==> src/rtl/cpu_status_pkg.sv <==
package cpu_status_pkg;

   localparam int unsigned STAT_W   = 8;
   localparam int unsigned NFLAG    = 3;

   // bit positions; the decoder and bank logic depend on these
   localparam int unsigned POS_C    = 0;
   localparam int unsigned POS_DC   = 1;
   localparam int unsigned POS_Z    = 2;
   localparam int unsigned POS_PD   = 3;
   localparam int unsigned POS_TO   = 4;
   localparam int unsigned POS_BK0  = 5;
   localparam int unsigned POS_BK1  = 6;
   localparam int unsigned POS_IBK  = 7;

   typedef struct packed {
      logic ibk;
      logic bk1;
      logic bk0;
      logic to;
      logic pd;
      logic z;
      logic dc;
      logic c;
   } status_word_t;

endpackage

==> src/rtl/status_addr_match.sv <==
module status_addr_match #(
   parameter int unsigned ADDR_W     = 8,
   parameter int unsigned OFS_W      = 7,
   parameter int unsigned STATUS_OFS = 3,
   parameter bit          MIRROR     = 1'b1
) (
   input  logic              wr_en,
   input  logic [ADDR_W-1:0] wr_addr,
   output logic              hit
);

   localparam logic [OFS_W-1:0]  OFS_VAL  = OFS_W'(STATUS_OFS);
   localparam logic [ADDR_W-1:0] FULL_VAL = ADDR_W'(STATUS_OFS);

   generate
      if (MIRROR) begin : g_mirror
         logic unused_bank_addr;
         assign unused_bank_addr = ^wr_addr[ADDR_W-1:OFS_W];
         assign hit = wr_en && (wr_addr[OFS_W-1:0] == OFS_VAL);
      end else begin : g_single
         assign hit = wr_en && (wr_addr == FULL_VAL);
      end
   endgenerate

endmodule

==> src/rtl/status_alu_flags.sv <==
module status_alu_flags #(
   parameter int unsigned          NFLAG      = 3,
   parameter bit                   RESET_EN   = 1'b1,
   parameter logic [NFLAG-1:0]     INIT       = '0
) (
   input  logic             clk,
   input  logic             rst,
   input  logic             data_hit,
   input  logic [NFLAG-1:0] data_bits,
   input  logic [NFLAG-1:0] flag_we,
   input  logic [NFLAG-1:0] flag_val,
   output logic [NFLAG-1:0] flag_q
);

   logic             any_we;
   logic [NFLAG-1:0] flag_d;

   assign any_we = |flag_we;

   // per-flag arbitration: ALU first, then unblocked data, else hold
   generate
      for (genvar i = 0; i < NFLAG; i++) begin : g_bit
         always_comb begin
            if (flag_we[i])
               flag_d[i] = flag_val[i];
            else if (data_hit && !any_we)
               flag_d[i] = data_bits[i];
            else
               flag_d[i] = flag_q[i];
         end
      end

      if (RESET_EN) begin : g_rst
         always_ff @(posedge clk) begin
            if (rst) flag_q <= INIT;
            else     flag_q <= flag_d;
         end
      end else begin : g_norst
         logic unused_rst;
         assign unused_rst = rst;
         always_ff @(posedge clk) flag_q <= flag_d;
      end
   endgenerate

endmodule

==> src/rtl/status_power_flags.sv <==
module status_power_flags (
   input  logic clk,
   input  logic rst,
   input  logic evt_clrwdt,
   input  logic evt_sleep,
   input  logic evt_wdt_timeout,
   output logic to_q,
   output logic pd_q
);

   logic to_d;
   logic pd_d;

   always_comb begin
      // time-out: watchdog expiry has priority over any set source
      if (evt_wdt_timeout)               to_d = 1'b0;
      else if (evt_clrwdt || evt_sleep)  to_d = 1'b1;
      else                               to_d = to_q;
      // power-down: sleep wins over a same-cycle clear
      if (evt_sleep)                     pd_d = 1'b0;
      else if (evt_clrwdt)               pd_d = 1'b1;
      else                               pd_d = pd_q;
   end

   always_ff @(posedge clk) begin
      if (rst) begin
         to_q <= 1'b1;
         pd_q <= 1'b1;
      end else begin
         to_q <= to_d;
         pd_q <= pd_d;
      end
   end

endmodule

==> src/rtl/status_bank_bits.sv <==
module status_bank_bits #(
   parameter bit RESERVED_ZERO = 1'b0
) (
   input  logic       clk,
   input  logic       rst,
   input  logic       data_hit,
   input  logic [2:0] data_bits,
   output logic [2:0] bank_q
);

   logic bk0_q;

   always_ff @(posedge clk) begin
      if (rst)           bk0_q <= 1'b0;
      else if (data_hit) bk0_q <= data_bits[0];
   end

   generate
      if (RESERVED_ZERO) begin : g_fixed
         logic unused_hi;
         assign unused_hi = ^data_bits[2:1];
         assign bank_q = {2'b00, bk0_q};
      end else begin : g_rw
         logic [1:0] hi_q;
         always_ff @(posedge clk) begin
            if (rst)           hi_q <= 2'b00;
            else if (data_hit) hi_q <= data_bits[2:1];
         end
         assign bank_q = {hi_q, bk0_q};
      end
   endgenerate

endmodule

==> src/rtl/cpu_status_reg.sv <==
module cpu_status_reg #(
   parameter int unsigned ADDR_W         = 8,
   parameter int unsigned BANK_OFS_W     = 7,
   parameter int unsigned STATUS_OFS     = 3,
   parameter bit          MIRROR_BANKS   = 1'b1,
   parameter bit          RESERVED_ZERO  = 1'b0,
   parameter bit          RESET_ALU      = 1'b1,
   parameter logic [2:0]  ALU_INIT       = 3'b000
) (
   input  logic              clk,
   input  logic              rst,
   input  logic              wr_en,
   input  logic [ADDR_W-1:0] wr_addr,
   input  logic [7:0]        wr_data,
   input  logic [2:0]        alu_flag_we,
   input  logic [2:0]        alu_flags,
   input  logic              evt_clrwdt,
   input  logic              evt_sleep,
   input  logic              evt_wdt_timeout,
   output logic [7:0]        status_q,
   output logic              bank_sel
);

   import cpu_status_pkg::*;

   localparam int unsigned OFS_SPAN = 1 << BANK_OFS_W;

   generate
      if (BANK_OFS_W >= ADDR_W) begin : g_err_w
         $error("ADDR_W must be wider than BANK_OFS_W");
      end
      if (STATUS_OFS >= OFS_SPAN) begin : g_err_ofs
         $error("STATUS_OFS outside one bank");
      end
      if (STAT_W != 8) begin : g_err_stat
         $error("status word must be 8 bits");
      end
   endgenerate

   logic         hit;
   logic [2:0]   flag_q;
   logic [2:0]   bank_q;
   logic         to_q;
   logic         pd_q;
   status_word_t word;

   status_addr_match #(
      .ADDR_W     (ADDR_W),
      .OFS_W      (BANK_OFS_W),
      .STATUS_OFS (STATUS_OFS),
      .MIRROR     (MIRROR_BANKS)
   ) u_match (
      .wr_en   (wr_en),
      .wr_addr (wr_addr),
      .hit     (hit)
   );

   status_alu_flags #(
      .NFLAG    (NFLAG),
      .RESET_EN (RESET_ALU),
      .INIT     (ALU_INIT)
   ) u_flags (
      .clk       (clk),
      .rst       (rst),
      .data_hit  (hit),
      .data_bits (wr_data[POS_Z:POS_C]),
      .flag_we   (alu_flag_we),
      .flag_val  (alu_flags),
      .flag_q    (flag_q)
   );

   status_power_flags u_power (
      .clk             (clk),
      .rst             (rst),
      .evt_clrwdt      (evt_clrwdt),
      .evt_sleep       (evt_sleep),
      .evt_wdt_timeout (evt_wdt_timeout),
      .to_q            (to_q),
      .pd_q            (pd_q)
   );

   status_bank_bits #(
      .RESERVED_ZERO (RESERVED_ZERO)
   ) u_bank (
      .clk       (clk),
      .rst       (rst),
      .data_hit  (hit),
      .data_bits (wr_data[POS_IBK:POS_BK0]),
      .bank_q    (bank_q)
   );

   logic unused_pw;
   assign unused_pw = ^wr_data[POS_TO:POS_PD];

   always_comb begin
      word     = '0;
      word.ibk = bank_q[2];
      word.bk1 = bank_q[1];
      word.bk0 = bank_q[0];
      word.to  = to_q;
      word.pd  = pd_q;
      word.z   = flag_q[2];
      word.dc  = flag_q[1];
      word.c   = flag_q[0];
   end

   assign status_q = word;
   assign bank_sel = status_q[POS_BK0];

endmodule

==> config.mk <==
export PLATFORM = sky130hd
export DESIGN_NAME = cpu_status_reg
export DESIGN_NICKNAME = d
export VERILOG_FILES = /design/src/rtl/cpu_status_pkg.sv /design/src/rtl/status_addr_match.sv /design/src/rtl/status_alu_flags.sv /design/src/rtl/status_power_flags.sv /design/src/rtl/status_bank_bits.sv /design/src/rtl/cpu_status_reg.sv
export SDC_FILE = /design/constraint.sdc
export NUM_CORES = 1
export LEC_CHECK = 0
export BUFFER_PORTS_ARGS = -buffer_cell sky130_fd_sc_hd__buf_2
export CAP_MARGIN = 20
export CORE_AREA = 4 4 41 43
export DETAILED_ROUTE_END_ITERATION = 12
export DIE_AREA = 0 0 45 47
export PLACE_DENSITY = 0.74
export SLEW_MARGIN = 10
export SYNTH_ARGS = -nofsm -noshare
export SYNTH_HDL_FRONTEND = slang
export SYNTH_SLANG_ARGS = --single-unit
export TNS_END_PERCENT = 100
==> constraint.sdc <==
create_clock -name clk -period 1.2 [get_ports clk]
set_input_delay 0.18 -clock clk [delete_from_list [all_inputs] [get_ports clk]]
set_output_delay 0.18 -clock clk [all_outputs]
set_load 0.005 [all_outputs]
# Yosys cells after proc, flatten, opt, wreduce, memory -nomap -nowiden

Cells that the tools add are included.

Register bits after elaboration: 8
Input port bits: 28
Output and inout bits: 9
Logic and storage cells: 28

Equality and inequality tests: 1
Muxes and demuxes: 10
Reduce and logical (&&, ||, !) cells: 10

Operators by type and width:

| operator           | number |
|---|---|
| $mux 1             | 10 |
| $reduce_bool 2->1  | 5 |
| $eq 7x2->1 const B | 1 |
| $reduce_or 3->1    | 1 |
| $logic_and 1x1->1  | 2 |
| $logic_not 1->1    | 1 |
| $logic_or 1x1->1   | 1 |

# Depth between registers and ports, before layout

Word-level depth: 5
Gate-level depth with buffers: 4
Depth with buffers taken out: 3

# Cells and area by module

From an unflattened synthesis, not the netlist that was laid out.

Cells, all modules: 39
Area total of the unflattened synthesis: 386.6 µm²

Modules (own cells, without submodules):

| module             | instances | cells each | area each (µm²) | seq. area each (µm²) |
|---|---|---|---|---|
| status_alu_flags   | 1         | 17         | 165.2           | 60.1 |
| status_bank_bits   | 1         | 10         | 108.9           | 60.1 |
| status_power_flags | 1         | 6          | 63.8            | 40.0 |
| status_addr_match  | 1         | 3          | 26.3            | 0.0 |
| cpu_status_reg     | 1         | 3          | 22.5            | 0.0 |

# Worst setup path after synthesis

No wires, ideal clock.

Path type: in2reg
Start point: input wr_addr[5]
End point: register u_flags.flag_q[0]
Setup time: 0.087 ns
Arrival: 0.998 ns
Data required time: 1.113 ns
Setup slack: 0.115 ns
Stages: 3
Path through: nor4b_4 a311oi_1 nor4b_2

Word-level cells in the longest chain between the ends: 4

Ends and longest elaborated chain:

| element                            | line                    | source |
|---|---|---|
| start, declared                    | cpu_status_reg.sv:13    | `input logic [ADDR_W-1:0] wr_addr,` |
| $eq 7x2->1                         | status_addr_match.sv:19 | `assign hit = wr_en && (wr_addr[OFS_W-1:0] == OFS_VAL);` |
| $logic_and 1x1->1                  | status_addr_match.sv:19 |  |
| $logic_and 1x1->1                  | status_alu_flags.sv:26  | `else if (data_hit && !any_we)` |
| $reduce_bool 2->1 (no source line) | n/a                     |  |
| end signal, assigned               | status_alu_flags.sv:36  | `else flag_q <= flag_d;` |
| end, declared                      | status_alu_flags.sv:12  | `output logic [NFLAG-1:0] flag_q` |

Every way passes these cells.
A chain may end at the register's enable or synchronous reset.

# Final worst setup path

Start point: input wr_addr[5]
End point: register u_bank.g_rw.hi_q[0]

Word-level cells in the longest chain between the ends: 2

Ends and longest elaborated chain:

| element              | line                    | source |
|---|---|---|
| $eq 7x2->1           | status_addr_match.sv:19 |  |
| $logic_and 1x1->1    | status_addr_match.sv:19 |  |
| end signal, assigned | status_bank_bits.sv:27  | `else if (data_hit) hi_q <= data_bits[2:1];` |
| end, declared        | status_bank_bits.sv:24  | `logic [1:0] hi_q;` |

Every way passes these cells.

==> impl_metrics.json <==
{
  "outcome": "complete, no violations",
  "pwr-share-seq": 0.477,
  "reg2reg_from": "u_flags.flag_q[2]",
  "worstSetupPathType": "in2reg",
  "dr.first_iter.drc_count": 3,
  "slew_headroom": 0.807,
  "vias": 489,
  "cts_buffers": 3,
  "grt_start_max_net_pins": 10,
  "cellPowerDensity_mw_per_mm2": 911,
  "place_congestion": 0.665,
  "clock_sinks": 8,
  "gr-total-overflow": 0,
  "ff2ff_setup_slack_ps": 420,
  "synthDistinctLibCells": 18,
  "die_w_um": 45,
  "clk_pin_slew_ps": 50,
  "ff2ff_path_depth": 2,
  "ios": 37,
  "fin_hold_ws_ps": 124,
  "crit_slowest_cell": "or4b_1",
  "yosysTopAreaCellShare": 0.367,
  "slew_viol_final": 0,
  "clockBufferDepth": 2,
  "dieArea_mm2": 0.00212,
  "power.switching_mw": 0.136,
  "worstPathRequired_ps": 1330,
  "die_h_um": 47,
  "cts_setup_buffers": 0,
  "combPwrFrac": 0.185,
  "worst_clock_skew_ps": 0,
  "routed_wl_um": 1160,
  "seq_area_frac_synth": 0.367,
  "p_clk_frac": 0.338,
  "hold_violations": 0,
  "synthCells": 43,
  "cts_tree": "yes",
  "row_count": 13,
  "finalWorstSetupSlack_ps": 198,
  "crit_end": "u_bank.g_rw.hi_q[0]",
  "hold_buffers": 0,
  "initial_core_util": 0.336,
  "place.detailed.hpwl_um": 985,
  "grt_antenna_before_repair": 0,
  "syn-cell-area_um2": 437,
  "portBuffers": 33,
  "area_delta_synth_final_pct": 48.7,
  "worstPathArrival_ps": 1130,
  "maxCapViolations": 0,
  "detailedPlace.worstSlack_ps": -54.3,
  "fin_crit_sh": 0.835,
  "drive_gt1_frac": 0.570,
  "final_util": 0.499,
  "leakage_nw": 0.299,
  "viasPerCell": 5.20,
  "cts_root_buf": "clkbuf_4",
  "synth_top_area_cell": "dfxtp_1",
  "track_usage": 0.121,
  "syn-num-nets": 71,
  "grt_pass1_vias": 472,
  "max_freq_ghz": 0.998,
  "hold_path_class": "in2reg",
  "setup_violations": 0,
  "critPathMaxFanout": 3,
  "crit_start": "wr_addr[5]",
  "htreeDepth": 1,
  "internal_power_mw": 0.455,
  "fin_crit_ps": 1000,
  "p_sw_frac": 0.231,
  "path_cells": "buf_2 > or4b_1 > o21ai_0 > a21oi_1",
  "max_stage_delay_ps": 570,
  "synth.area.top_cells": "dfxtp_1 37%, nor4b_2 10%, a311oi_1 6.0%",
  "dr.pass1.iters": 4,
  "cts_resized": 0,
  "worst_r2r_endpoint": "u_flags.flag_q[2]",
  "worstSetupStartpointType": "input port",
  "postPlaceCellArea_um2": 627,
  "post-route-drc-count": 0,
  "yosysWarnings": 0,
  "end_kind": "register",
  "max-vdd-ir-drop_mv": 0.428,
  "antenna_cells": 0,
  "fin_area_um2": 649,
  "worstMarginPinSlew_ps": 287,
  "rsz0062_at_grt": "false",
  "routedWlPerCell_um": 12.4,
  "grt_pass1_wl_um": 1830,
  "insertion_delay_ps": 240,
  "core_area_mm2": 0.00130,
  "final_nets": 109,
  "ant_nets": 0,
  "avgSynthCellArea_um2": 10.2,
  "ys_seq_elements": 8
}
## Yosys cell counts, drive strengths merged
cell type	count
nor4b	4
or4b	1
nand3	3
o21ai	3
nor4bb	1
nand4b	3
dfxtp	8
clkbuf	2
a311oi	3
o21bai	2
a21oi	3
nor2b	3
nand4bb	1
buf	3
nor3	2
nor2	1
## critical path: cells and delay by family
kind	cells	cell delay (ps)
AOI/OAI and AO/OA	2	260
and+or+nand+nor	1	570
buffers and inverters	1	120
## state kept, by name (all words and copies together) (netlist names)
name              flops
u_flags.flag_q        3
u_power.to_q          1
u_power.pd_q          1
u_bank.g_rw.hi_q      2
u_bank.bk0_q          1
## how the worst min path moves through the flow
| stage | slack [ps] | startpoint | cells past startpoint | end |
|---|---|---|---|---|
| 2_1_floorplan | 280 | evt_sleep | 1 | u_power.pd_q |
| 3_3_place_gp | 370 | evt_wdt_timeout | 2 | u_power.to_q |
| 3_5_place_dp | 380 | evt_wdt_timeout | 2 | u_power.to_q |
| 4_1_cts | 120 | evt_wdt_timeout | 2 | u_power.to_q |
| 5_1_grt | 120 | evt_wdt_timeout | 2 | u_power.to_q |
| 6_report | 120 | evt_wdt_timeout | 2 | u_power.to_q |
## layer usage
layer / vias up / share of wire / GRT usage
met5: - / 0 / 0
met4: 0 / 0 / 0.0526
met3: 0 / 0.12 / 0.0460
met2: 25 / 0.51 / 0.215
met1: 221 / 0.37 / 0.128
li1: 243 / - / -
## layout make-up
cell class                      instances  area [um^2]
Fill cell                             139          652
Multi-Input combinational cell         30          245
Timing Repair Buffer                   38          203
Sequential cell                         8          160
Clock buffer                            3         22.5
Tap cell                               15         18.8
## through the flow
| step | TNS, ps | std cells | power, mW |
|---|---|---|---|
| 6_report | 0 | 94 | 0.592 |
| 5_1_grt | 0 | 94 | 0.635 |
| 4_1_cts | 0 | 94 | 0.606 |
| 3_5_place_dp | -159 | 91 | 0.399 |
| 3_3_place_gp | -113 | 91 | 0.396 |
| 2_1_floorplan | 0 | 43 | 0.335 |
## cells in the final DEF (no fill, tap or decap)
cell type,Yosys,routed
or4b_1,1,1
nor4b_2,3,3
a21oi_1,3,3
o21ai_0,3,3
dfxtp_1,8,8
nor4bb_1,1,1
buf_2,0,33
nand4bb_1,1,1
clkbuf_4,0,3
a311oi_1,3,3
nand3_1,3,3
buf_4,3,5
nor3_1,2,2
nor4b_4,1,1
nand4b_1,3,3
o21bai_1,2,2
nor2_1,1,1
nor2b_1,3,3
## cell families after synthesis
group,share of synthesized area
buf+inv,0.0716
compound gates,0.163
simple gates,0.398
flops,0.367
## power groups by stage
stage	Sequential (mW)	Combinational, mW	Clock, mW
floorplan	0.289	0.0467	0
global route	0.283	0.121	0.231
global placement	0.288	0.108	0
finish	0.282	0.109	0.200
detailed placement	0.288	0.111	0
CTS	0.282	0.111	0.212
No activity file was read; power rests on OpenSTA's default activity.
